`src/rtl/pau_pkg.sv`:
```
package pau_pkg;
  typedef enum logic [2:0] {
    PC_HOLD,
    PC_STEP,
    PC_VEC,
    PC_CALL,
    PC_RET
  } pc_sel_e;
endpackage

```
`src/rtl/pau_next_sel.sv`:
```
module pau_next_sel
  import pau_pkg::*;
(
  input  logic    step_i,
  input  logic    irq_i,
  input  logic    call_i,
  input  logic    ret_i,
  input  logic    tbl_rd_i,
  output pc_sel_e sel_o,
  output logic    push_o,
  output logic    pop_o
);
  // fixed priority: interrupt, call, return, table read, step
  always_comb begin
    sel_o  = PC_HOLD;
    push_o = 1'b0;
    pop_o  = 1'b0;
    if (irq_i) begin
      sel_o  = PC_VEC;
      push_o = 1'b1;
    end else if (call_i) begin
      sel_o  = PC_CALL;
      push_o = 1'b1;
    end else if (ret_i) begin
      sel_o = PC_RET;
      pop_o = 1'b1;
    end else if (tbl_rd_i) begin
      sel_o = PC_HOLD;
    end else if (step_i) begin
      sel_o = PC_STEP;
    end
  end
endmodule

```
`src/rtl/pau_stack.sv`:
```
module pau_stack #(
  parameter int W     = 14,
  parameter int DEPTH = 4
) (
  input  logic         clk_i,
  input  logic         rst_ni,
  input  logic         push_i,
  input  logic         pop_i,
  input  logic [W-1:0] din_i,
  output logic [W-1:0] dout_o
);
  // DEPTH must be a power of two so the pointer wraps on its own
  localparam int PW = (DEPTH > 1) ? $clog2(DEPTH) : 1;

  logic [PW-1:0] sp_q;
  logic [PW-1:0] top_idx;
  logic [W-1:0]  mem_q [DEPTH];

  assign top_idx = sp_q - PW'(1);
  assign dout_o  = mem_q[top_idx];

  always_ff @(posedge clk_i or negedge rst_ni) begin
    if (!rst_ni) begin
      sp_q <= '0;
      for (int i = 0; i < DEPTH; i++) mem_q[i] <= '0;
    end else if (push_i) begin
      mem_q[sp_q] <= din_i;
      sp_q        <= sp_q + PW'(1);
    end else if (pop_i) begin
      sp_q <= top_idx;
    end
  end
endmodule

```
`src/rtl/pau_tbl.sv`:
```
module pau_tbl #(
  parameter int PG_W  = 7,
  parameter int OFS_W = 7,
  parameter int ROM_W = 10,
  parameter int TBL_W = 8
) (
  input  logic                  clk_i,
  input  logic                  rst_ni,
  input  logic                  bank_set_i,
  input  logic                  bank_clr_i,
  input  logic                  tbl_rd_i,
  input  logic [PG_W-2:0]       tbl_page_i,
  input  logic [OFS_W-1:0]      tbl_off_i,
  input  logic [ROM_W-1:0]      rom_word_i,
  output logic [PG_W+OFS_W-1:0] tbl_addr_o,
  output logic [TBL_W-1:0]      tbl_data_o
);
  logic bank_q;
  logic unused_rom_hi;

  assign unused_rom_hi = ^rom_word_i[ROM_W-1:TBL_W];
  assign tbl_addr_o    = {bank_q, tbl_page_i, tbl_off_i};

  always_ff @(posedge clk_i or negedge rst_ni) begin
    if (!rst_ni) begin
      bank_q <= 1'b0;
    end else if (bank_clr_i) begin
      bank_q <= 1'b0;
    end else if (bank_set_i) begin
      bank_q <= 1'b1;
    end
  end

  always_ff @(posedge clk_i or negedge rst_ni) begin
    if (!rst_ni) begin
      tbl_data_o <= '0;
    end else if (tbl_rd_i) begin
      tbl_data_o <= rom_word_i[TBL_W-1:0];
    end
  end
endmodule

```
`src/rtl/pau_top.sv`:
```
module pau_top
  import pau_pkg::*;
#(
  parameter int OFS_W     = 7,
  parameter int PG_W      = 7,
  parameter int SRC_W     = 3,
  parameter int STK_DEPTH = 4,
  parameter int ROM_W     = 10,
  parameter int TBL_W     = 8,
  parameter int VEC_PAGE  = 1,
  parameter int CALL_PAGE = 2,
  localparam int PC_W     = OFS_W + PG_W
) (
  input  logic             clk_i,
  input  logic             rst_ni,
  input  logic             step_i,
  input  logic             irq_i,
  input  logic [SRC_W-1:0] irq_src_i,
  input  logic             call_i,
  input  logic [OFS_W-1:0] call_off_i,
  input  logic             ret_i,
  input  logic             bank_set_i,
  input  logic             bank_clr_i,
  input  logic             tbl_rd_i,
  input  logic [PG_W-2:0]  tbl_page_i,
  input  logic [OFS_W-1:0] tbl_off_i,
  input  logic [ROM_W-1:0] rom_word_i,
  output logic [PC_W-1:0]  rom_addr_o,
  output logic [TBL_W-1:0] tbl_data_o
);
  localparam logic [PC_W-1:0] VEC_BASE = PC_W'(VEC_PAGE) << OFS_W;

  pc_sel_e         sel;
  logic            push, pop;
  logic [PC_W-1:0] pc_q, pc_d, pc_inc, vec_addr, call_addr, stk_top, push_val, tbl_addr;

  pau_next_sel u_sel (
    .step_i  (step_i),
    .irq_i   (irq_i),
    .call_i  (call_i),
    .ret_i   (ret_i),
    .tbl_rd_i(tbl_rd_i),
    .sel_o   (sel),
    .push_o  (push),
    .pop_o   (pop)
  );

  assign pc_inc    = pc_q + PC_W'(1);
  // vectors sit on two-word steps
  assign vec_addr  = VEC_BASE + PC_W'({irq_src_i, 1'b0});
  assign call_addr = {PG_W'(CALL_PAGE), call_off_i};
  // interrupted instruction is re-fetched; a call resumes after itself
  assign push_val  = irq_i ? pc_q : pc_inc;

  pau_stack #(.W(PC_W), .DEPTH(STK_DEPTH)) u_stack (
    .clk_i (clk_i),
    .rst_ni(rst_ni),
    .push_i(push),
    .pop_i (pop),
    .din_i (push_val),
    .dout_o(stk_top)
  );

  always_comb begin
    case (sel)
      PC_STEP: pc_d = pc_inc;
      PC_VEC:  pc_d = vec_addr;
      PC_CALL: pc_d = call_addr;
      PC_RET:  pc_d = stk_top;
      default: pc_d = pc_q;
    endcase
  end

  always_ff @(posedge clk_i or negedge rst_ni) begin
    if (!rst_ni) pc_q <= '0;
    else         pc_q <= pc_d;
  end

  pau_tbl #(.PG_W(PG_W), .OFS_W(OFS_W), .ROM_W(ROM_W), .TBL_W(TBL_W)) u_tbl (
    .clk_i     (clk_i),
    .rst_ni    (rst_ni),
    .bank_set_i(bank_set_i),
    .bank_clr_i(bank_clr_i),
    .tbl_rd_i  (tbl_rd_i),
    .tbl_page_i(tbl_page_i),
    .tbl_off_i (tbl_off_i),
    .rom_word_i(rom_word_i),
    .tbl_addr_o(tbl_addr),
    .tbl_data_o(tbl_data_o)
  );

  assign rom_addr_o = tbl_rd_i ? tbl_addr : pc_q;
endmodule

```
`config.mk`:
```
export PLATFORM = sky130hd
export DESIGN_NAME = pau_top
export DESIGN_NICKNAME = d
export VERILOG_FILES = /design/src/rtl/pau_pkg.sv /design/src/rtl/pau_next_sel.sv /design/src/rtl/pau_stack.sv /design/src/rtl/pau_tbl.sv /design/src/rtl/pau_top.sv
export SDC_FILE = /design/constraint.sdc
export NUM_CORES = 1
export LEC_CHECK = 0
export ABC_AREA = 1
export BUFFER_PORTS_ARGS = -buffer_cell sky130_fd_sc_hd__buf_2
export CORE_MARGIN = 2
export CORE_UTILIZATION = 56
export DETAILED_ROUTE_END_ITERATION = 16
export PLACE_DENSITY = 0.8
export SETUP_SLACK_MARGIN = 0.05
export SKIP_CTS_REPAIR_TIMING = 1
export SYNTH_ARGS = -nofsm -noshare
export SYNTH_HDL_FRONTEND = slang
export SYNTH_SLANG_ARGS = --single-unit
```
`constraint.sdc`:
```
create_clock -name clk_i -period 2.1 [get_ports clk_i]
set_input_delay 0.21 -clock clk_i [delete_from_list [all_inputs] [get_ports clk_i]]
set_output_delay 0.21 -clock clk_i [all_outputs]
set_load 0.01 [all_outputs]
```
Word-level counts from Yosys, hierarchy flattened
Cells that the tools add are included.
- $add $sub $neg: 4
- multiply operators: 0
- div/mod/pow operators: 0
- $lt $le $gt $ge: 3
- equality and inequality tests: 4
- shifts and indexed selects: 0
- multiplexer cells: 23
- bitwise operators: 2
- reductions and logical operators: 4
- operators with widths (operator ; count):
    $mux 14 ; 5
    $bwmux 56 ; 1
    $pmux 14 s4 ; 1
    $bmux 14 s2 ; 1
    $demux 14 s2 ; 1
    $add 14x1->14 const B ; 1
    $mux 3 ; 4
    $add 8x4->9 const A ; 1
    $mux 1 ; 8
    $eq 3x2->1 const B ; 2
    $ge 3x3->1 const B ; 2
    $not 2->3 ; 2
    $mux 2 ; 2
    $reduce_bool 2->1 ; 2
    $reduce_bool 4->1 ; 1
    $eq 3x1->1 const B ; 1
    $eq 3x3->1 const B ; 1
    $lt 3x1->1 const B ; 1
    $add 2x1->2 const B ; 1
    $sub 2x1->2 const B ; 1
    $logic_and 1x1->1 ; 1
- bits in registers: 81
- latch bits: 0
- memory bits (writable): 0
- memory bits (read-only): 0
- input port bits: 42
- output and inout port bits: 22
- logic and storage cells: 48
- memories kept: 0

Depth between registers and ports, before layout
- word-level depth: 7
- gate-level depth with buffers: 12
- mapped depth without buffers: 9

Modules after synthesis
Synthesis repeated with hierarchy kept, for this count alone.
- cells, all modules: 684
- area total of the unflattened synthesis: 4991.0 µm²
- modules (own cells, without submodules) (module ; instances ; cells each ; area each (µm²)):
    pau_stack ; 1 ; 377 ; 3029.2
    pau_top ; 1 ; 247 ; 1467.7
    pau_tbl ; 1 ; 51 ; 442.9
    pau_next_sel ; 1 ; 9 ; 51.3

Least setup slack after synthesis
Ideal clock, no wire load.
- path kind: flip-flop to flip-flop
- from: register u_stack.sp_q[0]
- to: register pc_q[3]
- library setup time: 0.127 ns
- data arrival time: 1.699 ns
- data required time: 1.973 ns
- slack: 0.274 ns
- stages on the path, launching flop included: 12
- buffers on the path: 3
- period minus slack after synthesis: 1.826 ns
- cell sequence: dfrtp_1 buf_2 inv_2 buf_4 ha_1 inv_1 clkbuf_1 nand3_1 nand3_1 nand3_1 nand3_1 o21ai_0
- word-level cells in the longest chain between the ends: 6
- RTL lines (what ; line ; source):
    start: declaration ; pau_stack.sv:15 ; logic [PW-1:0] sp_q;
    start signal: assignment ; pau_stack.sv:28 ; sp_q <= sp_q + PW'(1);
    start signal: assignment ; pau_stack.sv:30 ; sp_q <= top_idx;
    $sub 2x1->2 ; pau_stack.sv:19 ; assign top_idx = sp_q - PW'(1);
    named net u_stack.top_idx[0] ; pau_stack.sv:16 ; logic [PW-1:0] top_idx;
    $not 2->3 (not written as such) ; pau_stack.sv:20 ; assign dout_o = mem_q[top_idx];
    $bmux 14 s2 ; pau_stack.sv:20 ;
    $mux 14 (not written as such) (2 in series) ; pau_stack.sv:20 ;
    $pmux 14 s4 ; pau_top.sv:65 ; case (sel)
    end signal: assignment ; pau_top.sv:76 ; else pc_q <= pc_d;
    end: declaration ; pau_top.sv:35 ; logic [PC_W-1:0] pc_q, pc_d, pc_inc, vec_addr, call_addr, stk_top, push_val, tbl_addr;
The timed path passes the listed nets, and every way through them passes these cells. The select of a mux whose other input is x is not followed.
A chain may end at the register's enable or synchronous reset.

Final worst setup path
- from: register u_stack.sp_q[1]
- to: register pc_q[3]
- word-level cells in the longest chain between the ends: 6
- RTL lines (what ; line):
    $sub 2x1->2 ; pau_stack.sv:19
    $not 2->3 (not written as such) ; pau_stack.sv:20
    $bmux 14 s2 ; pau_stack.sv:20
    $mux 14 (not written as such) (2 in series) ; pau_stack.sv:20
    $pmux 14 s4 ; pau_top.sv:65
Every way passes these cells. The select of a mux whose other input is x is not followed.

==> results.py <==
metrics = {
    "grt": {
        "grt_use_total_pct": 28.92,
        "grt_pass1_wl_um": 20070,
        "grt_pass1_vias": 4259,
        "antenna_found_initial": 0,
        "grt-ovfl-total": 0,
        "grt_max_degree": 45,
    },
    "synthesis": {
        "yosysMostFrequentCell": "nand2_1",
        "syn_nets": 689,
        "synth_seq_cells": 81,
        "yosys.area_share.simple_pct": 38.86,
        "yosys.area_share.adder_pct": 1.358,
        "synth.top_cell.area_share_pct": 44.00,
        "synth_edf_count": 0,
        "synth_compound_area_share_pct": 6.518,
        "synth.area.top_cells": "dfrtp_1, nand2_1, nand3_1, o21ai_0, inv_1",
        "synthTopCellsByCount": "nand2_1, nand3_1, dfrtp_1",
        "syn_area_per_cell_um2": 7.176,
        "yosys_warnings": 0,
        "synth_top_family_by_area": "simple AND/OR/NAND/NOR gates",
        "yosysUniqueCellTypes": 31,
        "yosysTopAreaCell": "dfrtp_1",
        "synth_xor_area_share_pct": 1.494,
        "netlist_instances": 642,
        "synthMuxAreaShare_pct": 0,
        "syn-cell-area_mm2": 0.004607,
        "ys.flop_type": "dfrtp_1",
        "synthArstFlopShare_pct": 100.0,
        "yosysSeqAreaShare_pct": 44.00,
    },
    "clock_tree": {
        "cts_max_level": 3,
        "root_buffer": "clkbuf_8",
        "path_clk_slew_ns": 0.09,
        "clk_path_buf_depth": 2,
        "cts_tree": "built",
        "clk_latency_ns": 0.36,
        "numCtsBuffers": 9,
        "cts.sinks": 81,
    },
    "drt": {
        "first_pass_iters": 5,
        "routed_wl_um": 12020,
        "ant_nets": 0,
        "via_per_inst": 5.426,
        "dr_total_vias": 4395,
        "drc": 0,
        "routedWlPerCell_um": 14.84,
        "drtIter0Drc": 461,
    },
    "power": {
        "power_density_mw_per_mm2": 1252,
        "p_int_mw": 3.685,
        "p_clk_share_pct": 18.1,
        "pwr-share-comb_pct": 43.9,
        "leakage_nw": 2.821,
        "peakVddDrop_mv": 0.4975,
        "p_switching_mw": 2.834,
        "seq_power_share_pct": 38.0,
        "switching_share_pct": 43.47,
    },
    "sta": {
        "slew_viol_final": 0,
        "fmax_mhz": 561.2,
        "tns_ns": 0,
        "timing.final.crit_share_pct": 84.85,
        "rsz0062_at_grt": "false",
        "tightestPinTransition_ns": 0.6805,
        "finalHoldViolations": 0,
        "fin_skew_ns": 0.01471,
        "slew_headroom_pct": 54.47,
        "setup_viol": 0,
        "post-route-min-period_ns": 1.782,
    },
    "placement": {
        "placedCellCount": 792,
        "port_buffers": 61,
        "dp_hpwl_um": 8405,
        "gp_congestion": 0.9224,
    },
    "finish": {
        "syn2layout_area_growth_pct": 13.06,
        "n_antenna_cell": 0,
        "post_route_cells_drive_above_1_share_pct": 16.74,
        "fill_cells": 703,
        "nets": 747,
        "stdcell_count": 810,
    },
    "worst_setup_path": {
        "startpoint_type": "flip-flop",
        "required_ns": 2.35,
        "crit_arrival_ns": 2.03,
        "crit_type": "reg2reg",
        "worstPathMaxFanout": 11,
        "crit_path_end_kind": "flip-flop",
    },
    "floorplanning": {
        "initial_utilization_pct": 56.93,
        "die_y_um": 94.70,
        "placementRows": 33,
        "die_w_um": 94.70,
        "io_pins": 64,
        "dieArea_mm2": 0.008968,
        "coreArea_mm2": 0.008093,
    },
    "status": {
        "status": "completed",
    },
    "job": {
        "cap_viol_max_count": 0,
    },
    "worst_hold_path": {
        "hp-class": "in2reg",
    },
}
[critical path, stage by stage, from the launching register on]
cell	delay, ns
dfrtp_1	0.41
inv_1	0.11
ha_1	0.26
inv_1	0.37
nand3_1	0.15
nand3_1	0.16
nand3_1	0.09
nand3_1	0.06
o21ai_0	0.07
[flip-flops by register name, indices dropped and copies added (netlist names)]
signal and count:
u_tbl.tbl_data_o 8, u_stack.sp_q 2, u_tbl.bank_q 1, u_stack.mem_q 56
pc_q 14
[worst paths after layout]
kind                                     start                   to  slack [ns]  cells past startpoint
setup / recovery               u_stack.sp_q[1]              pc_q[3]        0.32                      8
hold / removal                   rom_word_i[1]  u_tbl.tbl_data_o[1]        0.04                      3
setup reg to reg               u_stack.sp_q[1]              pc_q[3]        0.32                      8
hold reg to reg            u_tbl.tbl_data_o[1]  u_tbl.tbl_data_o[1]        0.48                      2
max in group asynchronous               rst_ni    u_stack.mem_q[51]        1.13                      3
min in group asynchronous               rst_ni    u_stack.mem_q[14]        0.36                      2
[per-layer routing]
| layer | GRT usage, % | vias to the layer above | share of wire [%] |
|---|---|---|---|
| li1 | - | 2150 | - |
| met1 | 40.29 | 2017 | 44 |
| met2 | 44.62 | 207 | 46 |
| met3 | 5.267 | 21 | 8.7 |
| met4 | 12.08 | 0 | 1.5 |
| met5 | 0 | - | 0 |
[final cells by class]
class,instances,area (µm²),area share (%)
Tap cell,105,131.4,2.522
Timing Repair Buffer,77,445.4,8.552
Inverter,47,178.9,3.435
Clock buffer,10,137.6,2.642
Clock inverter,6,66.31,1.273
Sequential cell,81,2027,38.91
Multi-Input combinational cell,484,2222,42.66
[per-stage QoR]
step	hold WS [ns]	area (µm²)	setup slack [ns]	total power, mW	utilization [%]
2_1_floorplan	-0.08559	4607	0.2735	4.476	-
3_5_place_dp	0.2070	4985	0.3725	5.299	61.60
3_3_place_gp	0.2031	4985	0.4299	5.190	61.60
5_1_grt	0.06061	5209	0.1682	7.003	64.36
4_1_cts	-0.1736	5189	0.3586	6.482	64.12
6_report	0.04074	5209	0.3181	6.519	64.36
[power by group through the flow]
stage | Sequential [mW] | Clock [mW] | Combinational [mW]
floorplan | 2.41 | 0 | 2.06
global placement | 2.47 | 0 | 2.72
finish | 2.48 | 1.18 | 2.86
detailed placement | 2.49 | 0 | 2.80
CTS | 2.47 | 1.19 | 2.82
global route | 2.55 | 1.25 | 3.20
[layout by cell type, fill, tap and decap left out, drive strengths merged]
cell	instances
nand2	280
nand3	100
dfrtp	81
buf	75
inv	48
o21ai	40
nor2	27
a21oi	13
clkbuf	10
nand4	6
ha	5
xor2	5
clkinv	4
xnor2	2
o211ai	2
dlygate4sd3	2
nand3b	1
nand2b	1
nor3	1
o221ai	1
bufinv	1
[logic make-up (layout without fill, tap and decap cells)]
logic type                 Yosys count  after routing
adders and majority gates            5              5
DFF                                 81             81
AOI/OAI and AO/OA                   56             56
xor gates and xnor gates             7              7
and+or+nand+nor                    416            416
buffers and inverters               77            140
Power figures use the tool's default switching activity.
